## src/rtl/i2cr_pkg.sv

```systemverilog
package i2cr_pkg;

  typedef enum logic [3:0] {
    ST_IDLE,
    ST_ADDR,
    ST_AACK,
    ST_PTR,
    ST_PACK,
    ST_WDATA,
    ST_WACK,
    ST_RDATA,
    ST_RACK
  } st_e;

  localparam logic [7:0]  MODE0_RST = 8'h04;
  localparam logic [31:0] SCF_RST   = 32'h21F07C16;

  function automatic logic [7:0] reg_reset_value(int idx, int mode_idx, int scf_base);
    if (idx == mode_idx) return MODE0_RST;
    if (idx >= scf_base && idx < scf_base + 4) return SCF_RST[8*(idx-scf_base) +: 8];
    return 8'h00;
  endfunction

endpackage

```

## src/rtl/i2cr_line_sync.sv

```systemverilog
module i2cr_line_sync #(
  parameter int STAGES = 2
) (
  input  logic clk,
  input  logic rst_n,
  input  logic scl_i,
  input  logic sda_i,
  output logic sda_s,
  output logic scl_rise,
  output logic scl_fall,
  output logic start_det,
  output logic stop_det
);

  // bit 1 = SCL, bit 0 = SDA; idle bus is high
  logic [STAGES-1:0][1:0] chain_q;
  logic [1:0]             prev_q;
  logic [1:0]             line;

  assign line = chain_q[STAGES-1];

  always_ff @(posedge clk or negedge rst_n) begin
    if (!rst_n) begin
      chain_q <= '1;
      prev_q  <= 2'b11;
    end else begin
      chain_q[0] <= {scl_i, sda_i};
      for (int i = 1; i < STAGES; i++) chain_q[i] <= chain_q[i-1];
      prev_q <= line;
    end
  end

  assign sda_s     = line[0];
  assign scl_rise  = line[1] & ~prev_q[1];
  assign scl_fall  = ~line[1] & prev_q[1];
  assign start_det = line[1] & prev_q[1] & prev_q[0] & ~line[0];
  assign stop_det  = line[1] & prev_q[1] & ~prev_q[0] & line[0];

endmodule

```

## src/rtl/i2cr_proto.sv

```systemverilog
module i2cr_proto import i2cr_pkg::*; #(
  parameter int         PTR_W    = 4,
  parameter logic [6:0] DEV_ADDR = 7'h28
) (
  input  logic             clk,
  input  logic             rst_n,
  input  logic             sda_s,
  input  logic             scl_rise,
  input  logic             scl_fall,
  input  logic             start_det,
  input  logic             stop_det,
  input  logic             strap,
  input  logic [7:0]       rd_data,
  output logic [PTR_W-1:0] ptr,
  output logic             wr_en,
  output logic [7:0]       wr_data,
  output logic             sda_oe,
  output logic             rw,
  output st_e              state
);

  st_e              state_q, state_d;
  logic [2:0]       cnt_q, cnt_d;
  logic [7:0]       sh_q, sh_d;
  logic [PTR_W-1:0] ptr_q, ptr_d;
  logic             oe_q, oe_d;
  logic             phase_q, phase_d;
  logic             rw_q, rw_d;
  logic [6:0]       my_addr;
  logic [7:0]       rx_byte;

  assign my_addr = {DEV_ADDR[6:2], strap, DEV_ADDR[0]};
  assign rx_byte = {sh_q[6:0], sda_s};

  always_comb begin
    state_d = state_q;
    cnt_d   = cnt_q;
    sh_d    = sh_q;
    ptr_d   = ptr_q;
    oe_d    = oe_q;
    phase_d = phase_q;
    rw_d    = rw_q;
    wr_en   = 1'b0;
    if (start_det) begin
      state_d = ST_ADDR;
      cnt_d   = '0;
      oe_d    = 1'b0;
      phase_d = 1'b0;
    end else if (stop_det) begin
      state_d = ST_IDLE;
      oe_d    = 1'b0;
    end else begin
      unique case (state_q)
        ST_ADDR, ST_PTR, ST_WDATA: begin
          if (scl_rise) begin
            sh_d  = rx_byte;
            cnt_d = cnt_q + 3'd1;
            if (cnt_q == 3'd7) begin
              phase_d = 1'b0;
              if (state_q == ST_ADDR) begin
                if (rx_byte[7:1] == my_addr) begin
                  rw_d    = rx_byte[0];
                  state_d = ST_AACK;
                end else begin
                  state_d = ST_IDLE;
                end
              end else if (state_q == ST_PTR) begin
                ptr_d   = rx_byte[PTR_W-1:0];
                state_d = ST_PACK;
              end else begin
                wr_en   = 1'b1;
                ptr_d   = ptr_q + 1'b1;
                state_d = ST_WACK;
              end
            end
          end
        end
        ST_AACK, ST_PACK, ST_WACK: begin
          if (scl_fall) begin
            if (!phase_q) begin
              oe_d    = 1'b1;
              phase_d = 1'b1;
            end else begin
              phase_d = 1'b0;
              cnt_d   = '0;
              if (state_q == ST_AACK && rw_q) begin
                sh_d    = rd_data;
                oe_d    = ~rd_data[7];
                state_d = ST_RDATA;
              end else begin
                oe_d    = 1'b0;
                state_d = (state_q == ST_AACK) ? ST_PTR : ST_WDATA;
              end
            end
          end
        end
        ST_RDATA: begin
          if (scl_fall) begin
            oe_d = ~sh_q[6];
            sh_d = {sh_q[6:0], 1'b0};
          end
          if (scl_rise) begin
            cnt_d = cnt_q + 3'd1;
            if (cnt_q == 3'd7) begin
              ptr_d   = ptr_q + 1'b1;
              phase_d = 1'b0;
              state_d = ST_RACK;
            end
          end
        end
        ST_RACK: begin
          if (!phase_q) begin
            if (scl_fall) begin
              oe_d    = 1'b0;
              phase_d = 1'b1;
              cnt_d   = '0;
            end
          end else if (scl_rise) begin
            if (sda_s) state_d = ST_IDLE;
            else       cnt_d   = 3'd1;
          end else if (scl_fall && cnt_q == 3'd1) begin
            sh_d    = rd_data;
            oe_d    = ~rd_data[7];
            cnt_d   = '0;
            phase_d = 1'b0;
            state_d = ST_RDATA;
          end
        end
        default: ;
      endcase
    end
  end

  always_ff @(posedge clk or negedge rst_n) begin
    if (!rst_n) begin
      state_q <= ST_IDLE;
      cnt_q   <= '0;
      sh_q    <= '0;
      ptr_q   <= '0;
      oe_q    <= 1'b0;
      phase_q <= 1'b0;
      rw_q    <= 1'b0;
    end else begin
      state_q <= state_d;
      cnt_q   <= cnt_d;
      sh_q    <= sh_d;
      ptr_q   <= ptr_d;
      oe_q    <= oe_d;
      phase_q <= phase_d;
      rw_q    <= rw_d;
    end
  end

  assign ptr     = ptr_q;
  assign wr_data = rx_byte;
  assign sda_oe  = oe_q;
  assign rw      = rw_q;
  assign state   = state_q;

endmodule

```

## src/rtl/i2cr_regfile.sv

```systemverilog
module i2cr_regfile import i2cr_pkg::*; #(
  parameter int NUM_REGS = 16,
  parameter int PTR_W    = 4,
  parameter int MODE_IDX = 0,
  parameter int SCF_BASE = 4
) (
  input  logic                  clk,
  input  logic                  rst_n,
  input  logic                  wr_en,
  input  logic [PTR_W-1:0]      addr,
  input  logic [7:0]            wr_data,
  output logic [7:0]            rd_data,
  output logic [NUM_REGS*8-1:0] regs_flat
);

  for (genvar g = 0; g < NUM_REGS; g++) begin : g_reg
    localparam logic [7:0] RST = reg_reset_value(g, MODE_IDX, SCF_BASE);
    logic [7:0] q;
    logic       we;
    assign we = wr_en && (addr == PTR_W'(g));
    always_ff @(posedge clk or negedge rst_n) begin
      if (!rst_n)  q <= RST;
      else if (we) q <= wr_data;
    end
    assign regs_flat[g*8 +: 8] = q;
  end

  assign rd_data = regs_flat[{addr, 3'b000} +: 8];

endmodule

```

## src/rtl/i2c_regslave.sv

```systemverilog
module i2c_regslave import i2cr_pkg::*; #(
  parameter int         NUM_REGS    = 16,
  parameter int         SYNC_STAGES = 2,
  parameter logic [6:0] DEV_ADDR    = 7'h28,
  parameter int         MODE_IDX    = 0,
  parameter int         SCF_BASE    = 4
) (
  input  logic                  clk,
  input  logic                  rst_n,
  input  logic                  scl_i,
  input  logic                  sda_i,
  input  logic                  addr_strap_i,
  output logic                  sda_oe_o,
  output logic [NUM_REGS*8-1:0] regs_o
);

  localparam int PTR_W = $clog2(NUM_REGS);

  logic             sda_s, scl_rise, scl_fall, start_det, stop_det;
  logic [PTR_W-1:0] ptr;
  logic             wr_en, rw;
  logic [7:0]       wr_data, rd_data;
  st_e              state;

  i2cr_line_sync #(.STAGES(SYNC_STAGES)) u_sync (
    .clk(clk), .rst_n(rst_n), .scl_i(scl_i), .sda_i(sda_i),
    .sda_s(sda_s), .scl_rise(scl_rise), .scl_fall(scl_fall),
    .start_det(start_det), .stop_det(stop_det)
  );

  i2cr_proto #(.PTR_W(PTR_W), .DEV_ADDR(DEV_ADDR)) u_proto (
    .clk(clk), .rst_n(rst_n), .sda_s(sda_s), .scl_rise(scl_rise),
    .scl_fall(scl_fall), .start_det(start_det), .stop_det(stop_det),
    .strap(addr_strap_i), .rd_data(rd_data), .ptr(ptr), .wr_en(wr_en),
    .wr_data(wr_data), .sda_oe(sda_oe_o), .rw(rw), .state(state)
  );

  i2cr_regfile #(.NUM_REGS(NUM_REGS), .PTR_W(PTR_W), .MODE_IDX(MODE_IDX),
                 .SCF_BASE(SCF_BASE)) u_regs (
    .clk(clk), .rst_n(rst_n), .wr_en(wr_en), .addr(ptr), .wr_data(wr_data),
    .rd_data(rd_data), .regs_flat(regs_o)
  );

endmodule

```

## config.mk

```make
export PLATFORM = sky130hd
export DESIGN_NAME = i2c_regslave
export DESIGN_NICKNAME = d
export VERILOG_FILES = /design/src/rtl/i2cr_pkg.sv /design/src/rtl/i2cr_line_sync.sv /design/src/rtl/i2cr_proto.sv /design/src/rtl/i2cr_regfile.sv /design/src/rtl/i2c_regslave.sv
export SDC_FILE = /design/constraint.sdc
export NUM_CORES = 1
export LEC_CHECK = 0
export BUFFER_PORTS_ARGS = -buffer_cell sky130_fd_sc_hd__buf_2
export CAP_MARGIN = 40
export CORE_MARGIN = 2
export CORE_UTILIZATION = 55
export CTS_CLUSTER_DIAMETER = 150
export CTS_CLUSTER_SIZE = 8
export DETAILED_ROUTE_END_ITERATION = 16
export PLACE_DENSITY = 0.87
export SETUP_SLACK_MARGIN = 0.3
export SLEW_MARGIN = 20
export SYNTH_ARGS = -nofsm -noshare
export SYNTH_HDL_FRONTEND = slang
export SYNTH_SLANG_ARGS = --single-unit
export TNS_END_PERCENT = 20
```

## constraint.sdc

```tcl
create_clock -name clk -period 2.6 [get_ports clk]
set_clock_uncertainty 0.05 [all_clocks]
set_input_delay 0 -clock clk [delete_from_list [all_inputs] [get_ports clk]]
set_output_delay 0 -clock clk [all_outputs]
set_load 0.01 [all_outputs]
```

Yosys cells after proc, flatten, opt, wreduce, memory -nomap -nowiden
Cells that the tools add are included.

Word-level logic and storage cells: 211. Input port bits: 5. Output and inout bits: 129. Register bits after elaboration: 155.

Bitwise logic cells: 15. Equal/unequal tests: 59. Add/subtract/negate cells: 2. Reduce and logical (&&, ||, !) cells: 34. Shifts and indexed selects: 1. Multiplexer cells: 74.

Operators by type and width (count): indexed part select 128 x 8 -> 8 bit (1); two-way mux 4 bit (20); two-way mux 7 bit (8); equality test 4 bit, second input constant (9); two-way mux 3 bit (11); equality test 4 x 3 -> 1 bit, second input constant (8); case mux 7 bit (4 select lines) (1); two-way mux 1 bit (27); inequality test 5 bit, second input constant (5); inequality test 4 x 3 -> 1 bit, second input constant (6); logical AND 1 bit (18); equality test 4 x 2 -> 1 bit, second input constant (4); inequality test 2 x 1 -> 1 bit, second input constant (8); case mux 4 bit (4 select lines) (1); AND reduction 8 bit (2); AND reduction 11 bit (1); inequality test 2 bit, second input constant (5); AND reduction 10 bit (1); case mux 3 bit (3 select lines) (1); equality test 4 x 1 -> 1 bit, second input constant (2); inequality test 4 bit, second input constant (2); inverter 1 bit (8); case mux 4 bit (2 select lines) (1); nonzero test 4 bit (2); other kinds (22) (33).

Depth between registers and ports, before layout
Gate-level depths: netlist (run 1).

Word-level depth: 9. Mapped depth: 8. Gate-level depth less buffers: 7.

Modules after synthesis
A second synthesis (run 1) with hierarchy kept.

Cells, all modules: 557. Area total of the unflattened synthesis: 7752.4 um^2.

Modules (own cells, without submodules): i2cr_regfile (cells each 364, times used 1, area an instance 5955.7 um^2); i2cr_proto (cells each 183, times used 1, area an instance 1606.5 um^2); i2cr_line_sync (cells each 10, times used 1, area an instance 190.2 um^2).

Worst setup path before layout (run 1)
Ideal clock, no wire load.

Path type: reg-to-reg. From: reg u_proto.ptr_q[1], in the netlist u_proto.ptr[1]. To: reg u_regs.g_reg[13].q[0]. Path slack: 0.412 ns. Data required time: 2.425 ns. Cell stages (with the launch flop): 9. Path buffers: 3. Arrival: 2.013 ns. Setup time: 0.125 ns. Cell sequence: dfrtp_1 > buf_4 > buf_2 > buf_2 > inv_1 > ha_1 > nand2_1 > nor2_4 > mux2_2.

Cells in the longest elaborated chain, start to end: 2.

RTL lines: start, declared (RTL line i2cr_proto.sv:25) `logic [PTR_W-1:0] ptr_q, ptr_d;`; start signal, assigned (RTL line i2cr_proto.sv:147) `ptr_q <= ptr_d;`; equality test 4 bit (RTL line i2cr_regfile.sv:20) `assign we = wr_en && (addr == PTR_W'(g));`; logical AND 1 bit (RTL line i2cr_regfile.sv:20); end signal, assigned (RTL line i2cr_regfile.sv:23) `else if (we) q <= wr_data;`; end, declared (RTL line i2cr_regfile.sv:18) `logic [7:0] q;`.

No other way between the ends. A chain may end at the register's enable or synchronous reset.

Worst setup path after layout (run 1)
From: reg u_proto.ptr_q[3], in the netlist u_proto.ptr[3]. To: reg u_regs.g_reg[2].q[1].

Cells in the longest elaborated chain, start to end: 2.

RTL lines (RTL line): equality test 4 x 2 -> 1 bit (i2cr_regfile.sv:20); logical AND 1 bit (i2cr_regfile.sv:20); end signal, assigned (i2cr_regfile.sv:23); end, declared (i2cr_regfile.sv:18).

No other way between the ends.

==> flow_metrics.tcl, run 1 <==
set metrics [dict create \
    cp_slowest_cell "nor2_1" \
    portBuffers 133 \
    grt.overflow.total 0 \
    die_y_um 124.4 \
    synth_largest_area_cell "dfrtp_1" \
    grt_max_degree 84 \
    ys_top_cells_by_area "dfrtp_1 42%, mux2_2 9.6%, mux4_2 9.3%, mux2_4 7.9%, dfstp_2 6.9%" \
    fin_crit_sh 0.8828 \
    p_leak_nw 4.768 \
    drtIter0Drc 481 \
    worst_setup_path_start_kind "flip-flop" \
    syn_avg_cell_area_um2 13.74 \
    dr_total_vias 5889 \
    cts.sinks 155 \
    synth-seq-cells 155 \
    synth_top_area_frac 0.4207 \
    num_rows 43 \
    path_class "reg2reg" \
    syn_to_final_growth_pct 21.84 \
    grt_pass1_wl_mm 35.13 \
    drc 0 \
    dpl_cell_area_mm2 0.008890 \
    cp.required_ps 2880 \
    core_area_mm2 0.01404 \
    clockRootBuffer "clkbuf_16" \
    start_util 0.5676 \
    synth_edf_count 0 \
    antenna_found_initial 0 \
    max_stage_delay_ps 530 \
    rsz0062_at_grt "yes" \
    drive_above_1_share 0.5393 \
    max_freq_ghz 0.4357 \
    fin_util 0.6915 \
    worst_slew_pin_slew_ps 715.5 \
    setup_ws_ps 304.6 \
    crit_fanout 19 \
    syn-num-nets 592 \
    netlist_instances 580 \
    dp_hpwl_mm 15.04 \
    cp-end-kind "flip-flop" \
    setup_viol 0 \
    vdd.ir_drop.worst_v 0.0005988 \
    cts_buffers 17 \
    grt.total_usage 0.2948 \
    die-area_mm2 0.01547 \
    maxCapViolCount 0 \
    hold_viol_final 0 \
    first_global_vias 5904 \
    dieWidth_um 124.4 \
    num_io_pins 134 \
    cp.arrival_ps 2570 \
    worstSkewPairLatency_ps 440 \
    power_density_mw_per_mm2 711.1 \
    synth-warning-count 0 \
    status "complete, no violations" \
    wire_per_inst_um 24.22 \
    path_cells "buf_4, nor2_1, nand3_2, mux2_2" \
    slew_viol_final 0 \
    cts.clk_slew.worst_paths_ps 70 \
    ant_nets 0 \
    clockBufferDepth 2 \
    synth_cell_type_count 64 \
    ys_seq_area_frac 0.4900 \
    multi_input_area_mm2 0.003820 \
    ctsHtreeMaxLevel 4 \
    timing.setup.tns_ps 0 \
    routed_wirelength_mm 22.55 \
    num_antenna_cells 0 \
    cts_tree "built" \
    fillers 905 \
    drt-pass1-iter-count 5 \
    ff_latch_area_mm2 0.003911 \
    syn_area_mm2 0.007970 \
    ys_async_sr_fraction 1.000 \
    dp_slack_ps 236.1 \
    nets 750 \
    slew_headroom 0.5230 \
    routabilityCongestion 0.9325 \
    design_area_mm2 0.009711 \
    via_per_inst 6.325 \
    hp-class "in2reg" \
    fin_crit_ps 2295 \
    synth_ff_type "dfrtp_1" \
]
==> layout make-up <==
| class | instances | area share |
|---|---|---|
| Clock buffer | 19 | 0.04561 |
| Tap cell | 180 | 0.02319 |
| Multi-Input combinational cell | 378 | 0.3934 |
| Clock inverter | 13 | 0.01946 |
| Timing Repair Buffer | 176 | 0.1117 |
| Sequential cell | 155 | 0.4028 |
| Inverter | 10 | 0.003865 |
==> synth_stat cells, drive strengths merged, types with 2 or more instances <==
cell         number
a211o             2
a211oi            2
a21o              2
a21oi            15
and2b             2
buf              22
clkbuf            9
dfrtp           134
dfstp            21
dlygate4sd1       6
ha                7
inv               9
mux2            110
mux2i            20
mux4             33
nand2            47
nand2b            5
nand3            17
nor2             17
nor2b             6
nor3              6
nor3b             2
nor4              3
nor4b             3
o211ai            4
o21ai            38
o221a             2
o221ai            7
o22ai             5
o2bb2ai           2
o31ai             2
o32ai             2
xnor2             2
==> cell families after synthesis <==
family / Yosys count / synth area share
mux: 163 / 0.2936
fa+ha+maj: 7 / 0.01099
buf+inv: 47 / 0.03422
compound gates: 91 / 0.07410
xor+xnor: 3 / 0.003297
flops: 155 / 0.4900
simple gates: 114 / 0.09388
==> through the flow <==
stage / hold WS [ps] / power (W) / cells
2_1_floorplan: -345.6 / 0.003702 / 580
3_3_place_gp: 42.42 / 0.004123 / 885
3_5_place_dp: 49.86 / 0.004162 / 885
4_1_cts: 150.4 / 0.006861 / 924
5_1_grt: 163.8 / 0.007139 / 931
6_report: 162.1 / 0.006905 / 931
==> sequential cells by signal (all words and copies together) (netlist names), 2 cells and up <==
register,flops
u_proto.cnt_q,3
u_regs.g.q,128
u_proto.sh_q,7
u_sync.line,2
u_proto.state,4
u_proto.ptr,4
u_sync.chain_q,2
u_sync.prev_q,2
==> routing by layer <==
layer,global-route usage,up-vias,part of all wire
met2,0.4687,303,0.49
li1,-,2477,-
met5,0,-,0
met3,0.06916,54,0.077
met1,0.3923,3055,0.40
met4,0.1229,0,0.032
==> critical path: cells and delay by family, from the launching register on <==
family,cells,cell delay (ps)
AND/OR/NAND/NOR,2,930
multiplexers,1,390
flip-flops,1,500
buffers and inverters,1,300
==> placed cells by master (no fill, tap or decap), drive strengths merged, types with 6 or more instances in the layout <==
| cell type | synthesis | routed |
|---|---|---|
| mux4 | 33 | 33 |
| inv | 9 | 11 |
| nor2b | 6 | 6 |
| nand3 | 17 | 17 |
| nand2 | 47 | 47 |
| clkinv | 1 | 6 |
| ha | 7 | 7 |
| nor2 | 17 | 17 |
| clkbuf | 9 | 19 |
| nor3 | 6 | 6 |
| dfstp | 21 | 21 |
| o221ai | 7 | 7 |
| o21ai | 38 | 38 |
| mux2i | 20 | 20 |
| mux2 | 110 | 110 |
| buf | 22 | 171 |
| a21oi | 15 | 15 |
| dfrtp | 134 | 134 |
==> what timing repair did <==
action                                 4_1_cts  5_1_grt
endpoints found under the hold margin       73        4
pin swaps                                    2        2
buffers inserted                             3        5
setup endpoints to repair                   38       54
hold buffers                                 4        1
resized for setup                            4        9
==> power breakdown <==
group / total (W) / leakage, nW / internal, W / switching (W)
logic: 0.00153 / 2.40 / 0.000588 / 0.000945
registers: 0.00269 / 2.06 / 0.00252 / 0.000177
clock network: 0.00268 / 0.304 / 0.00164 / 0.00104
total: 0.00691 / 4.77 / 0.00474 / 0.00216
==> worst paths after layout <==
| kind | cells past startpoint | start | slack [ps] | end |
|---|---|---|---|---|
| max reg2reg | 4 | u_proto.ptr[3] | 300 | u_regs.g_reg[2].q[1] |
| min reg2reg | 0 | u_sync.chain_q[0] | 310 | u_sync.line[0] |
| min | 2 | sda_i | 160 | u_sync.chain_q[0] |
| max | 4 | u_proto.ptr[3] | 300 | u_regs.g_reg[2].q[1] |
| max in group asynchronous | 5 | rst_n | 1090 | u_regs.g_reg[0].q[2] |
| min in group asynchronous | 3 | rst_n | 390 | u_regs.g_reg[12].q[5] |
Power figures use the tool's default switching activity.
==> run 2, diff against run 1 <==
--- a/config.mk
+++ b/config.mk
@@ -9,6 +9,7 @@
 export CAP_MARGIN = 40
 export CORE_MARGIN = 2
 export CORE_UTILIZATION = 55
+export CTS_BUF_LIST = sky130_fd_sc_hd__clkbuf_8
 export CTS_CLUSTER_DIAMETER = 150
 export CTS_CLUSTER_SIZE = 8
 export DETAILED_ROUTE_END_ITERATION = 16
==> run 2 against run 1 <==
- flip-flop and latch count did not move
- routed wire length fell by 4.1%
- register-to-register slack got worse by 30 ps
- non-clock buffer count fell by 2
- clock-buffer cell count fell by 1
- die area did not move
- sequential power barely moved
- combinational power barely moved
- critical path type unchanged
- highest routed layer unchanged
==> flow_metrics.tcl, run 2 (same netlist as run 1, synthesis figures left out) <==
set metrics [dict create \
    drive_above_1_share 0.5394 \
    core_area_mm2 0.01404 \
    die_y_um 124.4 \
    start_util 0.5676 \
    wire_per_inst_um 23.28 \
    cts_tree "built" \
    fin_crit_ps 2325 \
    hp-class "in2async" \
    drc 0 \
    worstSkewPairLatency_ps 480 \
    p_leak_nw 4.676 \
    portBuffers 133 \
    reg.largest.list "u_regs.g.q: 128 flops, u_proto.sh_q: 7 flops" \
    cts.sinks 155 \
    routed_wirelength_mm 21.63 \
    via_per_inst 6.241 \
    max_freq_ghz 0.4300 \
    worst_setup_path_start_kind "flip-flop" \
    routabilityCongestion 0.9325 \
    num_antenna_cells 0 \
    grt_busiest_layer "met2" \
    cts_buffers 17 \
    cp-end-kind "flip-flop" \
    layout_commonest_cell "buf_2" \
    grt_max_degree 84 \
    timing.rr.end "u_proto.sh_q[5]" \
    grt.met3_usage 0.06615 \
    crit_fanout 14 \
    regMostFlops "u_regs.g.q" \
    r2r_cells 5 \
    use_met1 0.3880 \
    fin_crit_sh 0.8944 \
    antenna_found_initial 0 \
    drt-pass1-iter-count 5 \
    ant_nets 0 \
    nets 748 \
    first_global_vias 5858 \
    grt_pass1_wl_mm 34.21 \
    syn_to_final_growth_pct 19.34 \
    power_density_mw_per_mm2 656.5 \
    worst_slew_pin_slew_ps 752.6 \
    drtIter0Drc 343 \
    slew_viol_final 0 \
    die-area_mm2 0.01547 \
    cp.arrival_ps 2630 \
    status "complete, no violations" \
    grt.met2_usage 0.4397 \
    num_rows 43 \
    vdd.ir_drop.worst_v 0.0004553 \
    clockRootBuffer "clkbuf_8" \
    layout_common_cells "132 x buf_2, 131 x dfrtp_1, 68 x mux2_2, 47 x nand2_1, 42 x mux2_4" \
    hold_viol_final 0 \
    ff2ff_setup_slack_ps 270 \
    maxCapViolCount 0 \
    path_class "reg2reg" \
    setup_viol 0 \
    clockBufferDepth 2 \
    r2r_start "u_proto.state[1]" \
    cts.clk_slew.worst_paths_ps 90 \
    rsz0062_at_grt "yes" \
    slew_headroom 0.4982 \
    grt.total_usage 0.2850 \
    ctsHtreeMaxLevel 4 \
    hold_ws_ps 23.75 \
    largest_reg_flops 128 \
    cp.required_ps 2900 \
    timing.setup.tns_ps 0 \
    dp_hpwl_mm 15.04 \
    dieWidth_um 124.4 \
    num_io_pins 134 \
    grt.overflow.total 0 \
    dr_total_vias 5798 \
]
==> run 2: cell count changes in the layout (fill, tap and decap cells not counted), sizes merged <==
cell,change
buf,-1
clkbuf,-1
dlygate4sd3,-1
inv,+1
==> run 2: area by class of cell <==
class	count	area, um2
clock buffers	18	247.7
inverters	10	37.54
flip-flops and latches	155	3909
fillers	936	4531
clock inverters	14	192.7
repair buffers	174	1080
multi-input cells	378	3820
well taps	180	225.2
==> run 2: worst max-delay path, cell delays in order (launching register included) <==
cell     delay (ps)
dfrtp_2         510
or4b_4          590
nor2_1          190
o32ai_1         160
nor2_4          300
mux2_2          400
==> run 2: power by group <==
part,switching (W),leakage [nW],total (W),internal (W)
Sequential,0.000176,2.06,0.00269,0.00251
Clock,0.000960,0.221,0.00203,0.00107
Combinational,0.000936,2.39,0.00152,0.000586
Total,0.00207,4.68,0.00624,0.00417
==> run 2: worst max path at each step <==
stage / from / end / cells past startpoint
after floorplan: u_proto.ptr[1] / u_regs.g_reg[13].q[0] / 8
after global placement: u_proto.state[1] / u_proto.sh_q[5] / 6
after detailed placement: u_proto.state[1] / u_proto.sh_q[5] / 6
after CTS: u_proto.ptr[3] / u_regs.g_reg[6].q[1] / 4
after global routing: u_proto.ptr[3] / u_regs.g_reg[2].q[5] / 4
final: u_proto.state[1] / u_proto.sh_q[5] / 5
==> run 2: through the flow <==
stage / instance area (um2) / total power [W] / cells / utilization / setup WS [ps]
after floorplan: 7970 / 0.003702 / 580 / - / 411.9
final: 9512 / 0.006244 / 929 / 0.6774 / 274.6
after detailed placement: 8890 / 0.004162 / 885 / 0.6331 / 236.1
after global routing: 9512 / 0.006489 / 929 / 0.6774 / 208.8
after global placement: 8890 / 0.004123 / 885 / 0.6331 / 249.2
after CTS: 9417 / 0.006208 / 923 / 0.6706 / 279.1
==> run 2: metal layers <==
layer	share of wire	routed length, um
met1	0.40	8696
met2	0.49	10580
met3	0.081	1745
met4	0.028	606
met5	0	0
==> run 2: what timing repair did <==
item,4_1_cts,5_1_grt
resized for setup,5,5
endpoints found under the setup margin,25,53
gates cloned,0,0
endpoints found under the hold margin,84,0
setup buffers,2,5
pin swaps,3,1
hold buffers,4,0
==> run 3, diff against run 2 <==
--- a/config.mk
+++ b/config.mk
@@ -5,6 +5,7 @@
 export SDC_FILE = /design/constraint.sdc
 export NUM_CORES = 1
 export LEC_CHECK = 0
+export ABC_AREA = 1
 export BUFFER_PORTS_ARGS = -buffer_cell sky130_fd_sc_hd__buf_2
 export CAP_MARGIN = 40
 export CORE_MARGIN = 2
==> run 3 against run 2 <==
- utilization decreased by 3.6 points
- setup slack improved by 230 ps
- synthesized cell count increased by 98%
- global-route usage increased by 1.9 points
- hold slack got worse by 7.2 ps
- non-clock buffer count decreased by 18
- final cell count increased by 58%
- largest cell class unchanged
- register-to-register slack improved by 230 ps
- power decreased by 1.8%
- via count increased by 40%
- fmax increased by 11%
==> flow_metrics.tcl, run 3 <==
set metrics [dict create \
    status "complete, no violations" \
    power_w 0.006131 \
    die-area_mm2 0.01659 \
    power_density_mw_per_mm2 628.6 \
    cts.sinks 155 \
    syn-num-nets 1159 \
    path_class "reg2reg" \
    slew_headroom 0.4199 \
    hp-class "in2reg" \
    rsz0062_at_grt "no" \
    synth-warning-count 0 \
    critPathLaunch "u_sync.prev_q[0]" \
    drc 0 \
    fin_crit_ps 2091 \
    synth_xor_area_frac 0.002045 \
    timing.rr.end "u_regs.g_reg[13].q[2]" \
    syn_area_mm2 0.008564 \
    layout_common_cells "420 x nand2_1, 146 x inv_1, 133 x dfrtp_1, 132 x buf_2, 85 x o21ai_1" \
    ant_nets 0 \
    worstSkewPairLatency_ps 470 \
    cp.required_ps 2900 \
    num_rows 45 \
    ys_top_cells_by_count "420 x nand2_1, 146 x inv_1, 134 x dfrtp_1" \
    p_leak_nw 5.376 \
    drtIter0Drc 842 \
    max_stage_delay_ps 570 \
    synth_mux_area_frac 0 \
    whs_endpoint "u_proto.rw" \
    regMostFlops "u_regs.g.q" \
    synth_cell_type_count 34 \
    synth_top_area_frac 0.3915 \
    grt.overflow.total 0 \
    ctsHtreeMaxLevel 4 \
    cts_setup_buffers 0 \
    path_cells "nor2_1, nand2_1, nand3_2, nor2_4, nand2_8, nor2_8, nand2_2, nand2_1, o21ai_2" \
    ff2ff_setup_slack_ps 510 \
    cp-end-kind "flip-flop" \
    r2r_start "u_sync.prev_q[0]" \
    first_global_vias 7473 \
    portBuffers 133 \
    maxCapViolCount 0 \
    cts.clk_slew.worst_paths_ps 90 \
    slew_viol_final 0 \
    hold_depth 7 \
    grt_pass1_wl_mm 38.85 \
    clockBufferDepth 2 \
    num_io_pins 134 \
    cpLargestDelayFamily "simple AND/OR/NAND/NOR gates" \
    worst_setup_path_start_kind "flip-flop" \
    grt.total_usage 0.3044 \
    drt-pass1-iter-count 5 \
    dp_hpwl_mm 16.90 \
    start_util 0.5634 \
    synth_largest_area_cell "dfrtp_1" \
    r2r_cells 9 \
    path_buf_inv 0 \
    routed_wirelength_mm 24.56 \
    synth_ff_type "dfrtp_1" \
    synth_edf_count 0 \
    reg.largest.list "u_regs.g.q: 128 flops, u_proto.sh_q: 7 flops" \
    hold_viol_final 0 \
    core_area_mm2 0.01520 \
    netlist_instances 1147 \
    worst_slew_pin_slew_ps 869.1 \
    fin_crit_sh 0.8041 \
    via_per_inst 5.511 \
    cp_slowest_cell "dfstp_2" \
    design_area_mm2 0.009753 \
    grt_max_degree 69 \
    vdd.ir_drop.worst_v 0.0003575 \
    timing.setup.tns_ps 0 \
    crit_path_frequent_cell "nand2_1" \
    yosysMostFrequentCell "nand2_1" \
    fillers 1299 \
    crit_fanout 16 \
    ys_seq_area_frac 0.4560 \
    largest_reg_flops 128 \
    syn_avg_cell_area_um2 7.467 \
    yosys.area_share.adder 0.01023 \
    layout_commonest_cell "nand2_1" \
    num_antenna_cells 0 \
    hold_start "addr_strap_i" \
    ys_top_cells_by_area "dfrtp_1 39%, nand2_1 18%, dfstp_2 6.4%, inv_1 6.4%, o21ai_1 5.0%" \
    wire_per_inst_um 16.73 \
    cts_tree "built" \
    cp.arrival_ps 2390 \
    dpl_cell_area_mm2 0.009331 \
    setup_viol 0 \
    drive_above_1_share 0.2172 \
    clockRootBuffer "clkbuf_8" \
    dr_total_vias 8090 \
    dieWidth_um 128.8 \
    max_freq_ghz 0.4783 \
    synth_top_family_by_area "simple AND/OR/NAND/NOR gates" \
    synth-simple-area-share 0.3199 \
    syn_to_final_growth_pct 13.88 \
    antenna_found_initial 0 \
    synth_compound_area_frac 0.1068 \
    path_depth 9 \
    cts_buffers 17 \
    synth-seq-cells 155 \
    die_y_um 128.8 \
    routabilityCongestion 0.9390 \
    nets 1279 \
    ys_async_sr_fraction 1.000 \
]
[run 3: per-stage QoR]
stage	hold slack, ps	util	std cells	setup slack, ps
after floorplan	-345.6	-	1147	620.4
after global placement	-14.00	0.6138	1433	631.6
after detailed placement	-14.61	0.6138	1433	589.0
after CTS	3.901	0.6416	1468	523.7
after global routing	49.18	0.6416	1468	368.3
final	16.51	0.6416	1468	509.3
[run 3: layer usage]
| metal | global-route usage | share of wire |
|---|---|---|
| met1 | 0.3948 | 0.41 |
| met2 | 0.4952 | 0.47 |
| met3 | 0.05946 | 0.081 |
| met4 | 0.1432 | 0.036 |
| met5 | 0 | 0 |
[run 3: cell families after synthesis]
family / count (synthesis)
flops: 155
compound gates: 153
fa+ha+maj: 7
xor+xnor: 2
buf+inv: 207
simple gates: 623
[run 3: layout make-up]
class	instances	area (um2)	share of cell area
tap	188	235.2	0.02412
multi-input combinational	785	3760	0.3855
timing repair buffer	156	889.6	0.09121
inverter	152	570.5	0.05850
clock buffer	20	275.3	0.02822
sequential	155	3906	0.4005
clock inverter	12	116.4	0.01193
[run 3: worst min-delay path: cells and delay by family]
kind	cells	cell delay (ps)
simple gates	4	280
buf+inv	2	150
compound gates	1	70
[run 3: how the worst max path moves through the flow]
stage	to	slack, ps
CTS	u_regs.g_reg[13].q[2]	520
finish	u_regs.g_reg[13].q[2]	510
global route	u_regs.g_reg[13].q[2]	370
detailed placement	u_regs.g_reg[13].q[6]	590
floorplan	u_regs.g_reg[13].q[6]	620
global placement	u_regs.g_reg[13].q[6]	630
[run 3: repair_timing]
| action | 4_1_cts | 5_1_grt |
|---|---|---|
| resized for setup | 0 | 0 |
| hold endpoints to repair | 127 | 0 |
| setup endpoints to repair | 0 | 0 |
| hold buffers | 3 | 0 |
[run 3: power breakdown]
group	internal, W	switching [W]	total, W	leakage (nW)
Combinational	0.000407	0.00127	0.00168	3.12
Sequential	0.00252	0.000128	0.00265	2.06
Clock	0.000842	0.000960	0.00180	0.195
Total	0.00377	0.00236	0.00613	5.38
